`src/rtl/lsu_align_pkg.sv`:
```
package lsu_align_pkg;
  localparam int DATA_W = 32;
  localparam int LANES  = DATA_W / 8;
  localparam int OFF_W  = $clog2(LANES);

  typedef struct packed {
    logic             valid;
    logic             isStore;
    logic             isByte;
    logic             misalign;
    logic [OFF_W-1:0] lane;
  } ctlStrobes_t;
endpackage

```
`src/rtl/lsu_align_ctrl.sv`:
```
module lsu_align_ctrl
  import lsu_align_pkg::*;
(
  input  logic             bigEndian,
  input  logic             reqValid,
  input  logic             reqStore,
  input  logic             reqByte,
  input  logic [OFF_W-1:0] reqOffset,
  output ctlStrobes_t      ctl
);
  localparam logic [OFF_W-1:0] LAST_LANE = OFF_W'(LANES - 1);

  always_comb begin
    ctl.valid    = reqValid;
    ctl.isStore  = reqStore;
    ctl.isByte   = reqByte;
    // word accesses must sit on a lane-0 boundary; bytes fit anywhere
    ctl.misalign = reqValid && !reqByte && (reqOffset != '0);
    ctl.lane     = bigEndian ? (LAST_LANE - reqOffset) : reqOffset;
  end
endmodule

```
`src/rtl/lsu_align_dp.sv`:
```
module lsu_align_dp
  import lsu_align_pkg::*;
(
  input  logic              clk,
  input  logic              rstN,
  input  ctlStrobes_t       ctl,
  input  logic [DATA_W-1:0] storeData,
  input  logic [DATA_W-1:0] memRdata,
  output logic              rspValid,
  output logic [DATA_W-1:0] loadData,
  output logic [DATA_W-1:0] wrData,
  output logic [LANES-1:0]  byteEn,
  output logic              misalign
);
  logic [LANES-1:0]  laneOneHot;
  logic [7:0]        laneByte;
  logic [DATA_W-1:0] nextLoad;
  logic [DATA_W-1:0] nextWr;
  logic [LANES-1:0]  nextEn;

  for (genvar g = 0; g < LANES; g++) begin : gLaneDec
    assign laneOneHot[g] = (ctl.lane == OFF_W'(g));
  end

  assign laneByte = memRdata[ctl.lane*8 +: 8];

  always_comb begin
    nextLoad = '0;
    nextWr   = '0;
    nextEn   = '0;
    if (ctl.valid && !ctl.misalign) begin
      if (ctl.isStore) begin
        if (ctl.isByte) begin
          nextWr = {LANES{storeData[7:0]}};
          nextEn = laneOneHot;
        end else begin
          nextWr = storeData;
          nextEn = '1;
        end
      end else if (ctl.isByte) begin
        nextLoad = {{(DATA_W-8){laneByte[7]}}, laneByte};
      end else begin
        nextLoad = memRdata;
      end
    end
  end

  always_ff @(posedge clk) begin
    if (!rstN) begin
      rspValid <= 1'b0;
      loadData <= '0;
      wrData   <= '0;
      byteEn   <= '0;
      misalign <= 1'b0;
    end else begin
      rspValid <= ctl.valid;
      loadData <= nextLoad;
      wrData   <= nextWr;
      byteEn   <= nextEn;
      misalign <= ctl.misalign;
    end
  end


  byte_sign_fill_chk: assert property (@(posedge clk) disable iff (!rstN)
    ctl.valid && !ctl.isStore && ctl.isByte |=> loadData[DATA_W-1:8] == {(DATA_W-8){loadData[7]}});


  byte_store_one_strobe_chk: assert property (@(posedge clk) disable iff (!rstN)
    ctl.valid && ctl.isStore && ctl.isByte |=> $countones(byteEn) == 1);


  misalign_no_strobe_chk: assert property (@(posedge clk) disable iff (!rstN)
    ctl.valid && ctl.misalign |=> misalign && byteEn == '0 && loadData == '0);


  idle_quiet_chk: assert property (@(posedge clk) disable iff (!rstN)
    !ctl.valid |=> !rspValid && byteEn == '0 && !misalign);


  byte_never_misaligned_chk: assert property (@(posedge clk) disable iff (!rstN)
    ctl.valid && ctl.isByte |=> rspValid && !misalign);
endmodule

```
`src/rtl/lsu_align.sv`:
```
module lsu_align
  import lsu_align_pkg::*;
(
  input  logic              clk,
  input  logic              rstN,
  input  logic              bigEndian,
  input  logic              reqValid,
  input  logic              reqStore,
  input  logic              reqByte,
  input  logic [OFF_W-1:0]  reqOffset,
  input  logic [DATA_W-1:0] storeData,
  input  logic [DATA_W-1:0] memRdata,
  output logic              rspValid,
  output logic [DATA_W-1:0] loadData,
  output logic [DATA_W-1:0] wrData,
  output logic [LANES-1:0]  byteEn,
  output logic              misalign
);
  ctlStrobes_t ctl;

  lsu_align_ctrl u_ctrl (
    .bigEndian (bigEndian),
    .reqValid  (reqValid),
    .reqStore  (reqStore),
    .reqByte   (reqByte),
    .reqOffset (reqOffset),
    .ctl       (ctl)
  );

  lsu_align_dp u_dp (
    .clk       (clk),
    .rstN      (rstN),
    .ctl       (ctl),
    .storeData (storeData),
    .memRdata  (memRdata),
    .rspValid  (rspValid),
    .loadData  (loadData),
    .wrData    (wrData),
    .byteEn    (byteEn),
    .misalign  (misalign)
  );
endmodule

```
`config.mk`:
```
export PLATFORM = sky130hd
export DESIGN_NAME = lsu_align
export DESIGN_NICKNAME = d
export VERILOG_FILES = /design/src/rtl/lsu_align_pkg.sv /design/src/rtl/lsu_align_ctrl.sv /design/src/rtl/lsu_align_dp.sv /design/src/rtl/lsu_align.sv
export SDC_FILE = /design/constraint.sdc
export NUM_CORES = 1
export LEC_CHECK = 0
export ABC_AREA = 1
export BUFFER_PORTS_ARGS = -buffer_cell sky130_fd_sc_hd__buf_4
export CORE_MARGIN = 1.5
export CORE_UTILIZATION = 30
export CTS_BUF_LIST = sky130_fd_sc_hd__clkbuf_16
export DETAILED_ROUTE_END_ITERATION = 7
export SLEW_MARGIN = 20
export SYNTH_ARGS = -nofsm -noshare
export SYNTH_HDL_FRONTEND = slang
export SYNTH_SLANG_ARGS = --single-unit
export TNS_END_PERCENT = 100
```
`constraint.sdc`:
```
create_clock -name clk -period 1.05 [get_ports clk]
set_input_delay 0.0525 -clock clk [delete_from_list [all_inputs] [get_ports clk]]
set_output_delay 0.0525 -clock clk [all_outputs]
set_load 0.01 [all_outputs]
```
# --- Word-level counts from Yosys, hierarchy flattened ---
# Cells that the tools add are included.
# Widths: inputs -> output; s select.
word_totals:
  ff_bits: 70
  latchBits: 0
  mem_bits_rw: 0
  mem_bits_ro: 0
  output_inout_bits: 70
  n_memories: 0
op_classes:
  addsub: 1
  mul: 0
  div_mod_pow: 0
  magnitude_cmp: 0
  n_eq_ne: 3
  shift: 1
  mux: 4
  n_bitwise: 2
  n_reduce_logical: 9
ops:
  columns: ["cell", "n"]
  rows:
  - ["$mux 32", 2]
  - ["$shiftx 32x6->8", 1]
  - ["$eq 2x2->1 const B", 2]
  - ["$mux 4", 1]
  - ["$logic_and 1x1->1", 3]
  - ["$reduce_and 3->1", 1]
  - ["$reduce_or 3->1", 1]
  - ["$eq 2x1->1 const B", 1]
  - ["$logic_not 1->1", 2]
  - ["$logic_not 2->1", 1]
  - ["$mux 2", 1]
  - ["$not 1->1", 2]
  - ["$reduce_bool 2->1", 1]
  - ["$sub 2x2->2 const A", 1]

# --- Depth between registers and ports, before layout ---
# Gate-level depths: netlist (run 1).
depth:
  word_depth: 7
  mapped_depth: 9
  depth_no_buf: 8

# --- By module ---
# Synthesis (run 1) repeated with hierarchy kept, for this count alone.
unflattened:
  hier_cells: 312
  hier_area_um2: 2482.4
by_module_without_submodules:
  columns: ["mod", "instances", "cells_each", "area_per_inst_um2", "seq_area_each_um2"]
  rows:
  - ["lsu_align_dp", 1, 296, 2411.1, 1401.3]
  - ["lsu_align_ctrl", 1, 16, 71.3, 0.0]

# --- Worst setup path after synthesis (run 1) ---
# Ideal clock, no wire load.
synth_path:
  path_type: "in2reg"
  start: "in reqByte"
  end: "reg u_dp.loadData[10]"
  t_arrival_ps: 884
  path_slack_ps: 33
  stages: 6
  path_buffers: 2
  path_cell_list: "clkbuf_8 > inv_2 > o211ai_2 > nand3b_1 > clkbuf_1 > a21oi_1"
synth_between:
  elab_chain_cells: 7
  word_cells_on_any_way: 8
  classes_between: "1 x mux; 1 x bitwise; 6 x reduce/logical"
synth_lines:
  columns: ["item", "line", "text"]
  rows:
  - ["start, declared", "lsu_align.sv:9", "input logic reqByte,"]
  - ["$logic_not 1->1", "lsu_align_ctrl.sv:18", "ctl.misalign = reqValid && !reqByte && (reqOffset != '0);"]
  - ["$logic_and 1x1->1 (2 in a row)", "lsu_align_ctrl.sv:18", null]
  - ["$logic_not 1->1", "lsu_align_dp.sv:31", "if (ctl.valid && !ctl.misalign) begin"]
  - ["$logic_and 1x1->1", "lsu_align_dp.sv:31", null]
  - ["$not 1->1 (no line)", null, null]
  - ["$reduce_or 3->1 (no line)", null, null]
  - ["end signal, assigned", "lsu_align_dp.sv:57", "loadData <= nextLoad;"]
  - ["end, declared", "lsu_align_dp.sv:10", "output logic [DATA_W-1:0] loadData,"]
# Parallel ways exist; a longest one is shown, timed or not.
# A chain may end at the register's enable or synchronous reset.

# --- Final worst setup path (run 1) ---
layout_path:
  start: "in storeData[6]"
  end: "reg u_dp.wrData[22]"
layout_between:
  elab_chain_cells: 1
layout_lines:
  columns: ["item", "line", "text"]
  rows:
  - ["start, declared", "lsu_align.sv:11", "input logic [DATA_W-1:0] storeData,"]
  - ["$mux 32", "lsu_align_dp.sv:33", "if (ctl.isByte) begin"]
  - ["end signal, assigned", "lsu_align_dp.sv:58", "wrData <= nextWr;"]
  - ["end, declared", "lsu_align_dp.sv:11", "output logic [DATA_W-1:0] wrData,"]
# No other way between the ends.

==> results of run 1 <==
==> cells in the final DEF (no fill, tap or decap), types with 2 or more instances in the layout <==
| cell type | netlist | layout |
|---|---|---|
| a21oi_1 | 38 | 38 |
| a21oi_2 | 18 | 18 |
| a21oi_4 | 2 | 2 |
| buf_12 | 2 | 4 |
| buf_4 | 1 | 154 |
| clkbuf_16 | 0 | 9 |
| clkinv_2 | 0 | 3 |
| dfxtp_1 | 70 | 70 |
| dlygate4sd3_1 | 0 | 40 |
| inv_1 | 20 | 21 |
| inv_2 | 3 | 3 |
| nand2_1 | 79 | 79 |
| nand2_2 | 3 | 3 |
| nand2_4 | 4 | 4 |
| nand3_1 | 23 | 23 |
| nor2_1 | 38 | 38 |
==> cell type report <==
type / count / area [um2]
flip-flops and latches: 70 / 1400
inverters: 23 / 86.3
repair buffers: 198 / 1640
fillers: 833 / 4070
clock buffers: 9 / 225
multi-input cells: 209 / 1050
well taps: 108 / 135
clock inverters: 6 / 31.3
==> sequential cells by signal, indices dropped and copies added, names as in the netlist <==
name / count
u_dp.rspValid: 1
u_dp.wrData: 32
u_dp.byteEn: 4
u_dp.loadData: 32
u_dp.misalign: 1
==> critical path, stage by stage <==
cell and delay (ps):
dlygate4sd3_1 550, buf_4 140, nand2_1 50, inv_1 70, a21oi_1 200, nor2_1 100
==> metal layers <==
metal	vias up	wire [um]
met3	30	391
met2	89	4420
met1	1317	3570
met5	-	0
li1	1401	-
met4	0	345
==> final timing paths <==
path,end,slack (ps),cells past startpoint
min,u_dp.loadData[6]$_SDFF_PP0_,6,3
max,u_dp.wrData[22]$_SDFF_PN0_,90,6
==> power by group <==
group | switching, mW | total, mW | internal [mW]
Combinational | 0.515 | 1.06 | 0.549
Clock | 1.10 | 2.65 | 1.56
Sequential | 0.0199 | 2.75 | 2.73
Total | 1.63 | 6.47 | 4.84
==> stage by stage <==
stage | setup slack, ps | setup TNS (ps) | hold WS (ps) | instances | power, mW
after global routing | 93.3 | 0 | 6.52 | 623 | 6.73
after floorplan | 33.4 | 0 | 165 | 318 | 3.26
final | 89.1 | 0 | 5.72 | 623 | 6.47
after detailed placement | -93.1 | -1360 | 287 | 568 | 3.74
after global placement | -49.1 | -318 | 276 | 568 | 3.73
after CTS | 217 | 0 | 0.787 | 623 | 6.52
==> cell families (layout without fill, tap and decap cells) <==
family                 count (synthesis)  in the layout  share of synthesized area, %
AND/OR/NAND/NOR                      149            149                          24.1
buffers and inverters                 39            236                          7.52
flip-flops                            70             70                          53.0
AO/OA/AOI/OAI                         60             60                          15.5
==> results.yml, run 1 <==
clock_network:
  cts_root_buf: "clkbuf_16"
  cts_resized: 0
  path_clk_slew_ps: 60
  htreeDepth: 3
  clockBufferDepth: 2
  clock-sinks: 70
  cts_tree: "built"
  post_cts_buffers: 0
  holdBufCountCts: 40
  numCtsBuffers: 9
grt:
  globalRoute.totalOverflow: 0
  grtUsageMet3_pct: 4.26
  grt_first_pass_wirelength_mm: 14.2
  antenna_found_initial: 0
  grt_util_met1_pct: 22.7
  grtUsageMet2_pct: 31.0
  grt_usage_pct: 19.1
  grt_max_degree: 33
  grt-busiest-layer: "met2"
  grt_pass1_vias: 2919
drt:
  drc: 0
  drtAntennaViolNets: 0
  dr.pass1.iters: 4
  wirelength_mm: 8.73
  first_iter_violations: 90
  avgRoutedWirePerCell_um: 14.0
  avgViaCountPerCell: 4.55
  vias: 2837
timing:
  slew_viol_final: 0
  worst_pin_slew_ps: 286
  period_needed_ps: 961
  setup_violations: 0
  hold_viol_final: 0
  slew_headroom_pct: 80.9
  fin_crit_sh_pct: 91.5
  fmax_ghz: 1.04
  rsz0062_at_grt: "no"
final_layout:
  diodes: 0
  syn_to_final_growth_pct: 72.4
  drive_above_1_share_pct: 39.6
  final_cell_area_um2: 4560
  num-nets-final: 583
  final_util_pct: 52.8
placed_design:
  place_hpwl_mm: 6.02
  place_congestion: 0.852
  placed_area_um2: 3910
  io_buffers: 141
floorplanning:
  dieArea_um2: 9390
  ioPinCount: 142
  core_um2: 8640
  die_width_um: 96.9
  start_util_pct: 30.6
  die_h_um: 96.9
  placementRows: 34
logic_synthesis:
  synth_area_leaders: "dfxtp_1 (53%), nand2_1 (11%), a21oi_1 (7.2%)"
  ys.flop_type: "dfxtp_1"
  synth_top_cells_by_count: "nand2_1 (79), dfxtp_1 (70), a21oi_1 (38), nor2_1 (38), nand3_1 (23)"
  ys_warn_count: 0
  synth-edff-count: 0
  yosysTopAreaCell: "dfxtp_1"
  postSynthCellCount: 318
  ys_seq_area_share_pct: 53.0
  synthArstFlopShare_pct: 0
  synth_most_common_cell: "nand2_1"
  syn_area_um2: 2650
  synth_top_area_share_pct: 53.0
  synth_area_per_cell_um2: 8.32
  ys_types: 20
  ys_ff_latch: 70
  syn_nets: 390
power:
  irDropWorstVdd_uv: 734
  power.density_nw_per_um2: 1420
  p_leak_nw: 2.29
critical_path:
  cp.arrival_ps: 1170
  crit_type: "in -> reg"
  setup.worst_path.start: "storeData[6]"
  end_kind: "register"
  critPathLaunchType: "input port"
  worstPathRequired_ps: 1260
  worstPathMaxFanout: 3
hold_path:
  hold_class: "in -> reg"
  hold_path_startpoint: "memRdata[6]"
flow_run:
  cap_violations: 0
run_status:
  status: "completed"
Power figures use the tool's default switching activity.
==> run 2, diff against run 1 <==
Settings changed: BUFFER_PORTS_ARGS -buffer_cell sky130_fd_sc_hd__buf_4 to default, DONT_BUFFER_PORTS from default to 1.
==> run 2 against run 1 <==
  * Critical path depth up 1
  * Routed wire length down 2.6%
  * Largest cell class is now registers
  * Highest routed layer unchanged
  * Critical path type unchanged
  * Cell area down 14%
  * Critical endpoint is now u_dp.loadData[31]$_SDFF_PP0_
  * Via count down 13%
  * Worst hold slack worse by 1.3 ps
==> results.yml, run 2 (synthesized netlist as in run 1, its figures left out) <==
final_layout:
  syn_to_final_growth_pct: 48.2
  num-nets-final: 466
  final_cell_mix: "nand2_1 (79), dfxtp_1 (70), dlygate4sd3_1 (67), a21oi_1 (38), nor2_1 (38)"
  diodes: 0
  fin_cells: 506
  top_regs: "u_dp.loadData x32, u_dp.wrData x32, u_dp.byteEn x4"
  drive_above_1_share_pct: 15.6
  mostFrequentLayoutCell: "nand2_1"
power:
  p_leak_nw: 1.75
  p_switching_mw: 1.59
  fin_total_pwr_mw: 7.25
  irDropWorstVdd_uv: 900
  p_clk_share_pct: 50.6
  netSwitchingFraction_pct: 21.9
  seqPwrFrac_pct: 38.6
  power.density_nw_per_um2: 1850
  internal-power_mw: 5.67
  combPwrFrac_pct: 10.8
drt:
  first_iter_violations: 162
  dr.pass1.iters: 4
  vias: 2477
  avgViaCountPerCell: 4.90
  avgRoutedWirePerCell_um: 16.8
  wirelength_mm: 8.51
  drtAntennaViolNets: 0
  drc: 0
floorplanning:
  placementRows: 34
  start_util_pct: 30.6
  ioPinCount: 142
  die_h_um: 96.9
  core_um2: 8640
  die_width_um: 96.9
  dieArea_um2: 9390
critical_path:
  cp.arrival_ps: 1250
  crit_buf_inv: 4
  crit_chain: "dlygate4sd3_1, nand2_1, inv_2, nand3b_1, buf_6, clkbuf_16, a21oi_1"
  end_kind: "register"
  worstPathMaxFanout: 16
  worstSetupPathDepth: 7
  critical_path.slowest_cell: "dlygate4sd3_1"
  worstPathRequired_ps: 1310
  crit_type: "in -> reg"
  critPathLaunchType: "input port"
  path_delay_family: "buffers and inverters"
  slowest_delay_ps: 520
grt:
  grt_usage_pct: 17.8
  antenna_found_initial: 0
  grt_first_pass_wirelength_mm: 13.2
  grt_pass1_vias: 2523
  grt_max_degree: 37
  globalRoute.totalOverflow: 0
run_status:
  status: "completed"
hold_path:
  hold_depth: 4
  holdPathEnd: "u_dp.wrData[15]$_SDFF_PN0_"
  hold_path_startpoint: "reqByte"
  hold_class: "in -> reg"
timing:
  hold_slack_ps: 4.39
  period_needed_ps: 990
  fmax_ghz: 1.01
  fin_setup_tns_ps: 0
  worst_pin_slew_ps: 359
  hold_viol_final: 0
  fin_crit_sh_pct: 94.3
  setup_violations: 0
  rsz0062_at_grt: "no"
  slew_headroom_pct: 76.0
  slew_viol_final: 0
clock_network:
  htreeDepth: 3
  numCtsBuffers: 9
  cts_tree: "built"
  clock-sinks: 70
  cts_root_buf: "clkbuf_16"
  clockBufferDepth: 2
  path_clk_slew_ps: 60
placed_design:
  place_congestion: 0.889
  place_hpwl_mm: 5.38
  io_buffers: 0
  place_inst: 420
flow_run:
  cap_violations: 0
==> run 2: changes by cell type in the layout (fill, tap and decap cells not counted), sizes merged <==
cell          before  now
buf              158   11
dlygate4sd3       40   67
bufinv             0    4
clkinv             5    1
clkbuf             9   11
dlymetal6s4s       0    1
==> run 2: timing repair <==
item / in CTS / in global routing
resized for setup: 0 / 3
endpoints found under the setup margin: 0 / 5
hold endpoints to repair: 67 / 9
setup buffers: 0 / 1
hold buffers: 67 / 2
==> run 2: final cells by class <==
class / instances / area (um2)
clock inverter: 6 / 134
inverter: 23 / 86.3
clock buffer: 9 / 225
fill: 832 / 4710
tap: 108 / 135
sequential: 70 / 1400
multi-input combinational: 209 / 1050
timing repair buffer: 81 / 895
==> run 2: per-stage QoR <==
step | utilization [%] | setup slack (ps) | area, um2
2_1_floorplan | - | 33.4 | 2650
3_3_place_gp | 32.6 | 26.7 | 2820
3_5_place_dp | 32.6 | 15.3 | 2820
4_1_cts | 44.6 | 13.2 | 3850
5_1_grt | 45.4 | 24.8 | 3920
6_report | 45.4 | 59.7 | 3920
==> run 2: metal layers <==
layer  vias to the layer above  wire (um)  global-route usage (%)
met2                       125       4180                    29.2
met4                         0        274                    8.92
li1                       1163          -                       -
met5                         -          0                       0
met1                      1164       3380                    19.9
met3                        25        677                    7.37
==> run 2: tightest hold or removal path: stages <==
cell	delay [ps]
nand2_1	30
inv_1	80
a21oi_1	50
nor2_1	80
==> run 2: worst max-delay path by stage <==
stage	endpoint	startpoint	slack, ps
2_1_floorplan	u_dp.loadData[10]$_SDFF_PP0_	reqByte	30
3_3_place_gp	u_dp.loadData[3]$_SDFF_PP0_	bigEndian	30
3_5_place_dp	u_dp.loadData[3]$_SDFF_PP0_	bigEndian	20
4_1_cts	u_dp.misalign$_SDFF_PN0_	rstN	10
5_1_grt	u_dp.loadData[3]$_SDFF_PP0_	reqValid	20
6_report	u_dp.loadData[31]$_SDFF_PP0_	reqValid	60
==> run 2: power by group through the flow <==
stage	registers, mW	clock network, mW	logic (mW)
2_1_floorplan	2.84	0	0.415
3_3_place_gp	2.86	0	0.521
3_5_place_dp	2.86	0	0.528
4_1_cts	2.80	3.75	0.742
5_1_grt	2.80	3.84	0.863
6_report	2.80	3.67	0.785
==> run 3, diff against run 2 <==
Settings changed: RECOVER_POWER from default to 50.
==> run 3 against run 2 <==
  * First-iteration DRC count is 6.2% lower
  * Cell area decreased by 0.13%
  * Setup slack got worse by 5.4 ps
  * Cell count is the same
  * Sequential share of layout area about the same
==> results.yml, run 3 (synthesized netlist as in run 1, its figures left out) <==
run_status:
  status: "completed"
final_layout:
  top_regs: "u_dp.loadData x32, u_dp.wrData x32, u_dp.byteEn x4"
  drive_above_1_share_pct: 15.3
  diodes: 0
  fillers: 833
  mostFrequentLayoutCell: "nand2_1"
  syn_to_final_growth_pct: 48.0
  final_cell_area_um2: 3920
  final_cell_mix: "nand2_1 (79), dfxtp_1 (70), dlygate4sd3_1 (67), a21oi_1 (38), nor2_1 (38)"
  num-nets-final: 466
grt:
  grt_pass1_vias: 2523
  grt_usage_pct: 17.8
  antenna_found_initial: 0
  grt_max_degree: 37
  grt_first_pass_wirelength_mm: 13.2
  globalRoute.totalOverflow: 0
drt:
  wirelength_mm: 8.48
  drc: 0
  drtAntennaViolNets: 0
  avgViaCountPerCell: 4.91
  first_iter_violations: 152
  avgRoutedWirePerCell_um: 16.7
  vias: 2486
  dr.pass1.iters: 6
critical_path:
  critPathLaunchType: "input port"
  worstPathMaxFanout: 16
  worstPathRequired_ps: 1310
  end_kind: "register"
  cp.arrival_ps: 1250
  crit_type: "in -> reg"
floorplanning:
  core_um2: 8640
  die_width_um: 96.9
  start_util_pct: 30.6
  die_h_um: 96.9
  ioPinCount: 142
  dieArea_um2: 9390
  placementRows: 34
timing:
  setup_violations: 0
  worst_pin_slew_ps: 360
  rsz0062_at_grt: "no"
  fin_setup_tns_ps: 0
  period_needed_ps: 996
  hold_viol_final: 0
  fin_crit_sh_pct: 94.8
  slew_viol_final: 0
  slew_headroom_pct: 75.9
  fmax_ghz: 1.00
clock_network:
  htreeDepth: 3
  clock-sinks: 70
  numCtsBuffers: 9
  path_clk_slew_ps: 60
  cts_root_buf: "clkbuf_16"
  clockBufferDepth: 2
  cts_tree: "built"
power:
  irDropWorstVdd_uv: 900
  p_leak_nw: 1.74
  power.density_nw_per_um2: 1850
placed_design:
  placed_area_um2: 2820
  io_buffers: 0
  place_hpwl_mm: 5.38
  place_congestion: 0.889
flow_run:
  cap_violations: 0
hold_path:
  hold_class: "in -> reg"
## run 3: cell types whose count changed in the layout (fill, tap and decap cells not counted)
cell and delta:
o211ai_2 -1, o211ai_1 +1
## run 3: layout make-up
class | count | area [um2] | share of cell area [%]
clock buffer | 9 | 225 | 5.75
clock inverter | 6 | 134 | 3.42
inverter | 23 | 86.3 | 2.20
multi-input combinational | 209 | 1040 | 26.6
sequential | 70 | 1400 | 35.8
tap | 108 | 135 | 3.45
timing repair buffer | 81 | 895 | 22.8
## run 3: worst max-delay path, stage by stage
cell	delay [ps]
dlygate4sd3_1	520
nand2_1	60
inv_2	60
nand3b_1	90
buf_6	150
clkbuf_16	190
a21oi_1	120
## run 3: where the power goes
group	switching [mW]	internal (mW)	total [mW]
clock network	1.12	2.55	3.67
registers	0.0709	2.73	2.80
logic	0.399	0.384	0.783
## run 3: what timing repair did
item | 4_1_cts | 5_1_grt
hold buffers | 67 | 2
setup buffers | 0 | 1
setup endpoints to repair | 0 | 5
resized for setup | 0 | 3
hold endpoints to repair | 67 | 9
## run 3: worst paths after layout
check | from | to | slack [ps] | cells after the start
setup / recovery | reqValid | u_dp.loadData[31]$_SDFF_PP0_ | 50 | 7
hold / removal | reqByte | u_dp.wrData[18]$_SDFF_PN0_ | 6 | 4
## run 3: routing by layer
metal	GRT usage, %	routed length, um
met1	19.9	3290
met2	29.2	4150
met3	7.37	720
met4	8.92	316
met5	0	0
## run 3: stage by stage
| stage | hold WS [ps] | worst slack, ps | cells | power, mW | utilization, % |
|---|---|---|---|---|---|
| after floorplan | 165 | 33.4 | 318 | 3.26 | - |
| after global placement | 167 | 26.7 | 420 | 3.38 | 32.6 |
| after detailed placement | 169 | 15.3 | 420 | 3.39 | 32.6 |
| after CTS | -119 | 13.2 | 502 | 7.29 | 44.6 |
| after global routing | 14.4 | 17.9 | 506 | 7.51 | 45.4 |
| final | 6.20 | 54.3 | 506 | 7.25 | 45.4 |
